<file path="config.mk">
export PLATFORM = sky130hd
export DESIGN_NAME = async_sram_ctl
export DESIGN_NICKNAME = d
export VERILOG_FILES = /design/src/rtl/sram_ctl_pkg.sv /design/src/rtl/sram_cyc_timer.sv /design/src/rtl/sram_rd_capture.sv /design/src/rtl/async_sram_ctl.sv
export SDC_FILE = /design/constraint.sdc
export NUM_CORES = 1
export LEC_CHECK = 0
export BUFFER_PORTS_ARGS = -buffer_cell sky130_fd_sc_hd__buf_2
export CAP_MARGIN = 20
export CORE_ASPECT_RATIO = 1.25
export CORE_MARGIN = 4
export CORE_UTILIZATION = 42
export DETAILED_ROUTE_END_ITERATION = 7
export PLACE_DENSITY = 0.74
export SYNTH_ARGS = -nofsm -noshare
export SYNTH_HDL_FRONTEND = slang
export SYNTH_HIERARCHICAL = 1
export SYNTH_SLANG_ARGS = --single-unit
</file>
<file path="constraint.sdc">
create_clock -name clk -period 1.8 [get_ports clk]
set_input_delay 0.36 -clock clk [delete_from_list [all_inputs] [get_ports clk]]
set_output_delay 0.36 -clock clk [all_outputs]
set_load 0.01 [all_outputs]
</file>
<file path="src/rtl/sram_ctl_pkg.sv">
package sram_ctl_pkg;
  typedef enum logic [2:0] {
    ST_IDLE  = 3'd0,
    ST_RD    = 3'd1,
    ST_RREL  = 3'd2,
    ST_WR    = 3'd3,
    ST_WHOLD = 3'd4
  } ctl_state_t;

  function automatic int cyc_of(input int t_ns, input int clk_ns);
    return (t_ns + clk_ns - 1) / clk_ns + 1;
  endfunction
endpackage

</file>
<file path="src/rtl/sram_cyc_timer.sv">
module sram_cyc_timer #(
  parameter int CNT_W = 4
) (
  input  logic             clk,
  input  logic             rst,
  input  logic             load,
  input  logic [CNT_W-1:0] load_val,
  output logic             zero
);
  logic [CNT_W-1:0] cnt;

  always_ff @(posedge clk) begin
    if (rst)              cnt <= '0;
    else if (load)        cnt <= load_val;
    else if (cnt != '0)   cnt <= cnt - 1'b1;
  end

  assign zero = (cnt == '0);
endmodule

</file>
<file path="src/rtl/sram_rd_capture.sv">
module sram_rd_capture #(
  parameter int DATA_W = 8
) (
  input  logic              clk,
  input  logic              rst,
  input  logic              strobe,
  input  logic [DATA_W-1:0] din,
  output logic              valid,
  output logic [DATA_W-1:0] data
);
  always_ff @(posedge clk) begin
    if (rst) begin
      valid <= 1'b0;
      data  <= '0;
    end else begin
      valid <= strobe;
      if (strobe) data <= din;
    end
  end

  // the read strobe lasts one cycle
  a_r3_valid_pulse: assert property (@(posedge clk) disable iff (rst)
    valid |=> !valid);
endmodule

</file>
<file path="src/rtl/async_sram_ctl.sv">
module async_sram_ctl
  import sram_ctl_pkg::*;
#(
  parameter int ADDR_W  = 18,
  parameter int DATA_W  = 8,
  parameter int CLK_NS  = 20,
  parameter int T_RC_NS = 55,
  parameter int T_OE_NS = 30,
  parameter int T_HZ_NS = 20,
  parameter int T_WP_NS = T_RC_NS
) (
  input  logic              clk,
  input  logic              rst,
  input  logic              req_valid,
  input  logic              req_write,
  input  logic [ADDR_W-1:0] req_addr,
  input  logic [DATA_W-1:0] req_wdata,
  output logic              ready,
  output logic              rd_valid,
  output logic [DATA_W-1:0] rd_data,
  output logic              wr_done,
  output logic [ADDR_W-1:0] sram_addr,
  output logic              sram_ce_n,
  output logic              sram_ce,
  output logic              sram_oe_n,
  output logic              sram_we_n,
  output logic [DATA_W-1:0] sram_dq_out,
  output logic              sram_dq_oe,
  input  logic [DATA_W-1:0] sram_dq_in
);
  localparam int T_RD_NS = (T_RC_NS > T_OE_NS) ? T_RC_NS : T_OE_NS;
  localparam int RD_CYC  = cyc_of(T_RD_NS, CLK_NS);
  localparam int WR_CYC  = cyc_of(T_WP_NS, CLK_NS);
  localparam int HZ_CYC  = cyc_of(T_HZ_NS, CLK_NS);
  localparam int MAX_CYC = (RD_CYC > WR_CYC) ? ((RD_CYC > HZ_CYC) ? RD_CYC : HZ_CYC)
                                             : ((WR_CYC > HZ_CYC) ? WR_CYC : HZ_CYC);
  localparam int CNT_W   = $clog2(MAX_CYC + 1);

  ctl_state_t       st;
  logic             tmr_load, tmr_zero, rd_strobe, accept;
  logic [CNT_W-1:0] tmr_val;

  assign ready     = (st == ST_IDLE);
  assign accept    = ready && req_valid;
  assign rd_strobe = (st == ST_RD) && tmr_zero;

  always_comb begin
    tmr_load = 1'b0;
    tmr_val  = '0;
    if (accept) begin
      tmr_load = 1'b1;
      tmr_val  = req_write ? CNT_W'(WR_CYC - 1) : CNT_W'(RD_CYC - 1);
    end else if (rd_strobe) begin
      tmr_load = 1'b1;
      tmr_val  = CNT_W'(HZ_CYC - 1);
    end
  end

  sram_cyc_timer #(.CNT_W(CNT_W)) u_timer (
    .clk(clk), .rst(rst), .load(tmr_load), .load_val(tmr_val), .zero(tmr_zero)
  );

  sram_rd_capture #(.DATA_W(DATA_W)) u_capture (
    .clk(clk), .rst(rst), .strobe(rd_strobe), .din(sram_dq_in),
    .valid(rd_valid), .data(rd_data)
  );

  always_ff @(posedge clk) begin
    if (rst) begin
      st          <= ST_IDLE;
      sram_addr   <= '0;
      sram_ce_n   <= 1'b1;
      sram_ce     <= 1'b0;
      sram_oe_n   <= 1'b1;
      sram_we_n   <= 1'b1;
      sram_dq_out <= '0;
      sram_dq_oe  <= 1'b0;
      wr_done     <= 1'b0;
    end else begin
      wr_done <= 1'b0;
      case (st)
        ST_IDLE: if (req_valid) begin
          sram_addr <= req_addr;
          sram_ce_n <= 1'b0;
          sram_ce   <= 1'b1;
          if (req_write) begin
            sram_we_n   <= 1'b0;
            sram_dq_out <= req_wdata;
            sram_dq_oe  <= 1'b1;
            st          <= ST_WR;
          end else begin
            sram_oe_n <= 1'b0;
            st        <= ST_RD;
          end
        end
        ST_RD: if (tmr_zero) begin
          sram_ce_n <= 1'b1;
          sram_ce   <= 1'b0;
          sram_oe_n <= 1'b1;
          st        <= ST_RREL;
        end
        ST_RREL: if (tmr_zero) st <= ST_IDLE;
        ST_WR: if (tmr_zero) begin
          sram_we_n <= 1'b1;
          st        <= ST_WHOLD;
        end
        ST_WHOLD: begin
          sram_ce_n  <= 1'b1;
          sram_ce    <= 1'b0;
          sram_dq_oe <= 1'b0;
          wr_done    <= 1'b1;
          st         <= ST_IDLE;
        end
        default: st <= ST_IDLE;
      endcase
    end
  end

  // Checker state: cycles since output enable was last released
  logic [CNT_W-1:0] oe_rel_cnt;
  always_ff @(posedge clk) begin
    if (rst)                          oe_rel_cnt <= CNT_W'(HZ_CYC);
    else if (!sram_oe_n)              oe_rel_cnt <= '0;
    else if (oe_rel_cnt < CNT_W'(HZ_CYC)) oe_rel_cnt <= oe_rel_cnt + 1'b1;
  end

  a_r2_idle_standby: assert property (@(posedge clk) disable iff (rst)
    ready |-> (sram_ce_n && !sram_ce && !sram_dq_oe));

  a_r10_no_oe_we: assert property (@(posedge clk) disable iff (rst)
    !(!sram_oe_n && !sram_we_n));

  a_r6_write_hold: assert property (@(posedge clk) disable iff (rst)
    $rose(sram_we_n) |-> (sram_dq_oe && !sram_ce_n && $stable(sram_addr) && $stable(sram_dq_out)));

  a_r7_bus_release: assert property (@(posedge clk) disable iff (rst)
    sram_dq_oe |-> (oe_rel_cnt >= CNT_W'(HZ_CYC)));

  a_r5_done_pulse: assert property (@(posedge clk) disable iff (rst)
    wr_done |=> !wr_done);
endmodule

</file>
* Word level (Yosys, flattened, before mapping)
Index checks and enable logic that the tools add are counted.
** Cells by class
- Reductions and logical operators :: 17
- Multiplexer cells :: 28
- Equality and inequality tests :: 10
- Add/sub/neg operators :: 1
** Operators with widths (number)
- 3-bit two-way mux :: 6
- 1-bit two-way mux :: 14
- 2-bit != test, second input constant :: 6
- 3-bit one-hot mux with 4 select lines :: 1
- 4-bit AND reduction :: 3
- 3-bit AND reduction :: 3
- 2-bit nonzero test :: 4
- 3-bit by 2-bit == test with 1-bit output, second input constant :: 2
- 3-bit zero test :: 2
- 1-bit one-hot mux with 2 select lines :: 3
- 1-bit one-hot mux with 3 select lines :: 2
- 3-bit nonzero test :: 2
- 2-bit two-way mux :: 2
- 3-bit by 1-bit == test with 1-bit output, second input constant :: 1
- 3-bit == test, second input constant :: 1
- 3-bit by 1-bit subtractor with 3-bit output, second input constant :: 1
- 1-bit logical AND :: 2
- 2-bit AND reduction :: 1
** Word-level totals
- Word-level logic and storage cells :: 68
- Output and inout bits :: 42
- Register bits :: 47

* Longest topological paths before layout
- Depth after elaboration :: 5
- Depth in mapped cells :: 9

* By module
The synthesis kept the hierarchy.
** By module, submodules not included
- async_sram_ctl :: instances 1, area an instance 1335.0 um^2, cells an instance 158
- sram_rd_capture :: instances 1, area an instance 312.8 um^2, cells an instance 28
- sram_cyc_timer :: instances 1, area an instance 206.4 um^2, cells an instance 22

* Worst setup path after synthesis
OpenSTA, ideal clock, no wires.
- Kind :: register to register
- Start :: register st[0]
- End :: register u_timer.cnt[0]
- Stages on the path, launching flop included :: 8
- Arrival time :: 1800 ps
- Data required time :: 1688 ps
- Setup time :: 112 ps
- Setup slack :: -112 ps
- Cell sequence :: dfxtp_1 buf_6 or4b_4 buf_6 buf_6 nand2_1 nor2b_1 a2111oi_1
** Between the ends
- Longest elaborated chain between the ends :: 5
- Elaborated cells between the ends (all ways) :: 10
- Classes of those cells :: eq/ne (1); mux (5); reduce/logical (4)
** Ends and longest elaborated chain
- start, declared :: RTL line async_sram_ctl.sv:39 : ctl_state_t st;
- start signal, assigned :: RTL line async_sram_ctl.sv:70 : st <= ST_IDLE;
- start signal, assigned :: RTL line async_sram_ctl.sv:90 : st <= ST_WR;
- start signal, assigned :: RTL line async_sram_ctl.sv:93 : st <= ST_RD;
- 3-bit by 1-bit == test with 1-bit output :: RTL line async_sram_ctl.sv:45 : assign rd_strobe = (st == ST_RD) && tmr_zero;
- 1-bit logical AND :: RTL line async_sram_ctl.sv:45
- 1-bit two-way mux :: RTL line async_sram_ctl.sv:53 : end else if (rd_strobe) begin
- 1-bit two-way mux * :: RTL line async_sram_ctl.sv:50 : if (accept) begin
- net tmr_load :: RTL line async_sram_ctl.sv:40 : logic tmr_load, tmr_zero, rd_strobe, accept;
- 3-bit two-way mux or 2-bit nonzero test (tied branches)
- end signal, assigned :: RTL line sram_cyc_timer.sv:14 : else if (load) cnt <= load_val;
- end signal, assigned :: RTL line sram_cyc_timer.sv:15 : else if (cnt != '0) cnt <= cnt - 1'b1;
- end, declared :: RTL line sram_cyc_timer.sv:10 : logic [CNT_W-1:0] cnt;
Mark *: on every way through the listed nets, which the timed path passes. The rest lies on a longest branch.
A chain may end at the register's enable or synchronous reset.

* Worst setup path in the final report
- Start :: register u_timer.cnt[0]
- End :: register u_timer.cnt[1]
** Between the ends
- Longest elaborated chain between the ends :: 5
- Elaborated cells between the ends (all ways) :: 9
- Classes of those cells :: add/sub (1); mux (4); reduce/logical (4)
** Ends and longest elaborated chain
- 3-bit zero test * :: RTL line sram_cyc_timer.sv:18 : assign zero = (cnt == '0);
- net tmr_zero :: RTL line async_sram_ctl.sv:40
- 1-bit logical AND * :: RTL line async_sram_ctl.sv:45
- 1-bit two-way mux * :: RTL line async_sram_ctl.sv:53
- 1-bit two-way mux * :: RTL line async_sram_ctl.sv:50
- net tmr_load :: RTL line async_sram_ctl.sv:40
- 3-bit two-way mux or 2-bit nonzero test (tied branches)
Mark *: on every way through the listed nets, which the timed path passes. The rest lies on a longest branch. The select of a mux whose other input is x is not followed.

==> flow_metrics.tcl <==
set metrics [dict create \
    outcome "completed" \
    critPathMaxFanout 9 \
    maxSlewHeadroom 0.654 \
    antenna_found_initial 0 \
    layout_common_cells "79 x buf_2, 47 x dfxtp_1, 41 x nand2_1, 28 x a21oi_1, 13 x nor2_1" \
    hold-path-endpoint "sram_addr[11]$_SDFFE_PP0P_" \
    areaGrowthSynthToFinish_pct 30.7 \
    drive_above_1_share 0.367 \
    powerDensity_mw_per_mm2 1200 \
    viasPerCell 4.79 \
    netlist_area_mm2 0.00185 \
    drtAntennaViolNets 0 \
    postSynth.asyncResetShare 0 \
    gp_congestion 0.731 \
    layout_min_cycle_time_ns 1.66 \
    drc 0 \
    r2r_start "u_timer/cnt[0]$_SDFFE_PP0P_" \
    hpwl_um 3040 \
    fin_crit_sh 0.920 \
    vias 1652 \
    hold_path.class "in2reg" \
    irDropWorstVdd_mv 0.695 \
    ys.flop_type "dfxtp_1" \
    final_util 0.582 \
    nets 328 \
    grt_pass1_vias 1477 \
    tns_ns 0 \
    die_y_um 82.3 \
    clkLatencyLatePin_ns 0.30 \
    io_pins 80 \
    end_kind "flip-flop" \
    htree_levels 2 \
    pre_cts_ws_ns 0.0391 \
    core_mm2 0.00416 \
    fp.dieArea_mm2 0.00555 \
    cts_root_buf "clkbuf_8" \
    hp-start "req_addr[11]" \
    area.sequential_um2 941 \
    initial_core_util 0.445 \
    ys_ff_latch 47 \
    setup_viol 0 \
    rsz0062_at_grt "no" \
    synth_area_per_cell_um2 8.91 \
    fp.dieW_um 67.4 \
    fmax_mhz 604 \
    hold_depth 3 \
    start_kind "flip-flop" \
    grt_max_degree 28 \
    grt_usage 0.152 \
    cts_sinks 47 \
    multi_input_area_um2 810 \
    clock_path_buffers 2 \
    grt_pass1_wl_um 6410 \
    synthCells 208 \
    crit_type "reg2reg" \
    reg2regPathDepth 8 \
    cellLeakagePower_nw 1.10 \
    critPathArrivalTime_ns 1.85 \
    maxSlewViolCount 0 \
    ctsHoldBuffers 0 \
    synth_cell_type_count 34 \
    max_cap_violations 0 \
    cts.clk_slew.worst_paths_ns 0.09 \
    cp_slowest_cell "a2111oi_1" \
    synth_nets 248 \
    fin_skew_ns 0.00888 \
    seq_area_frac_synth 0.507 \
    rrSetupSlack_ns 0.14 \
    tightest_slew_ns 0.519 \
    globalRoute.totalOverflow 0 \
    first_iter_violations 130 \
    critPathMaxStageDelay_ns 0.35 \
    yosysWarnings 6 \
    tritoncts "yes" \
    hold_viol_final 0 \
    cp_cell_sequence "inv_1 > ha_1 > nand2b_1 > inv_2 > nand4bb_4 > nand2_4 > nor2b_1 > a2111oi_1" \
    placement_rows 26 \
    synth_edf_count 0 \
    final_common_cell "buf_2" \
    setup_ws_ns 0.144 \
    cts_inserted_buffers 5 \
    num-fill-cells 412 \
    wl_um 4230 \
    first_pass_iters 4 \
    diodes 0 \
    crit_required_ns 1.99 \
    worstReg2RegEnd "u_timer/cnt[1]$_SDFFE_PP0P_" \
    wl_per_cell_um 12.3 \
    port_buffers 79 \
]
flip-flops by register name, summed over array words and instances (netlist names):
| name | cells |
|---|---|
| sram_ce | 1 |
| sram_addr | 18 |
| sram_dq_oe | 1 |
| sram_oe_n | 1 |
| wr_done | 1 |
| st | 3 |
| u_timer/cnt | 3 |
| u_capture/data | 8 |
| u_capture/valid | 1 |
| sram_dq_out | 8 |
| sram_ce_n | 1 |
| sram_we_n | 1 |
repair_timing:
action	in CTS	in global routing
setup buffers	0	1
setup endpoints to repair	0	12
hold endpoints to repair	0	0
gates resized for setup	0	4
layout make-up:
| cell class | instances | share of cell area |
|---|---|---|
| clock buffer | 7 | 0.0398 |
| clock inverter | 1 | 0.00310 |
| inverter | 7 | 0.0129 |
| multi-input combinational | 140 | 0.334 |
| sequential | 47 | 0.388 |
| tap | 56 | 0.0289 |
| timing repair buffer | 87 | 0.193 |
critical path, delay by kind of cell (launching register included):
family                     cells  cell delay (ns)
AOI/OAI and AO/OA              1             0.35
adders and majority gates      1             0.21
buffers and inverters          2             0.21
DFF                            1             0.33
and+or+nand+nor                4             0.45
synth_stat cells (all sizes together) (3+ instances only):
library cell / n / share of area
nor2: 13 / 0.026
a21oi: 28 / 0.076
o21ai: 10 / 0.029
nand2: 42 / 0.085
dfxtp: 47 / 0.51
nand2b: 3 / 0.010
nand3: 9 / 0.027
nor2b: 6 / 0.020
clkbuf: 6 / 0.013
buf: 8 / 0.045
inv: 6 / 0.012
mux2i: 8 / 0.043
a2111oi: 3 / 0.016
how the worst max path moves through the flow:
stage                                startpoint                           to  slack [ns]  cells after the start
finish              u_timer/cnt[0]$_SDFFE_PP0P_  u_timer/cnt[1]$_SDFFE_PP0P_        0.14                      8
global route        u_timer/cnt[0]$_SDFFE_PP0P_  u_timer/cnt[0]$_SDFFE_PP0P_       0.007                      8
CTS                 u_timer/cnt[0]$_SDFFE_PP0P_  u_timer/cnt[0]$_SDFFE_PP0P_        0.02                      8
detailed placement  u_timer/cnt[0]$_SDFFE_PP0P_  u_timer/cnt[0]$_SDFFE_PP0P_        0.04                      8
global placement    u_timer/cnt[0]$_SDFFE_PP0P_  u_timer/cnt[1]$_SDFFE_PP0P_        0.14                      8
floorplan                    st[0]$_SDFFE_PP0P_  u_timer/cnt[1]$_SDFFE_PP0P_       0.002                      7
cell families (layout without fill, tap and decap cells):
kind of cell | Yosys count | count (layout) | synth area share
and+or+nand+nor | 82 | 82 | 0.211
AOI/OAI and AO/OA | 47 | 47 | 0.148
DFF | 47 | 47 | 0.507
buffers and inverters | 21 | 102 | 0.0749
muxes | 8 | 8 | 0.0432
adders and majority gates | 2 | 2 | 0.0135
other | 1 | 1 | 0.00202
per-stage QoR:
step	hold slack [ns]	instance area [um2]	total power [W]	instances
6_report	0.288	2420	0.00292	345
5_1_grt	0.288	2420	0.00311	345
4_1_cts	0.279	2390	0.00288	344
3_5_place_dp	0.440	2280	0.00219	336
3_3_place_gp	0.431	2280	0.00216	336
2_1_floorplan	0.428	1860	0.00194	208
report_power, final:
part           internal (W)  switching (W)
registers           0.00119      0.0000892
logic              0.000438       0.000514
clock network      0.000349       0.000337
metal layers:
layer | GRT usage | up-vias | part of all wire
met1 | 0.167 | 752 | 0.40
li1 | - | 854 | -
met5 | 0 | - | 0
met4 | 0.0730 | 0 | 0.020
met2 | 0.266 | 41 | 0.52
met3 | 0.0433 | 5 | 0.060
No activity file was read; power rests on OpenSTA's default activity.
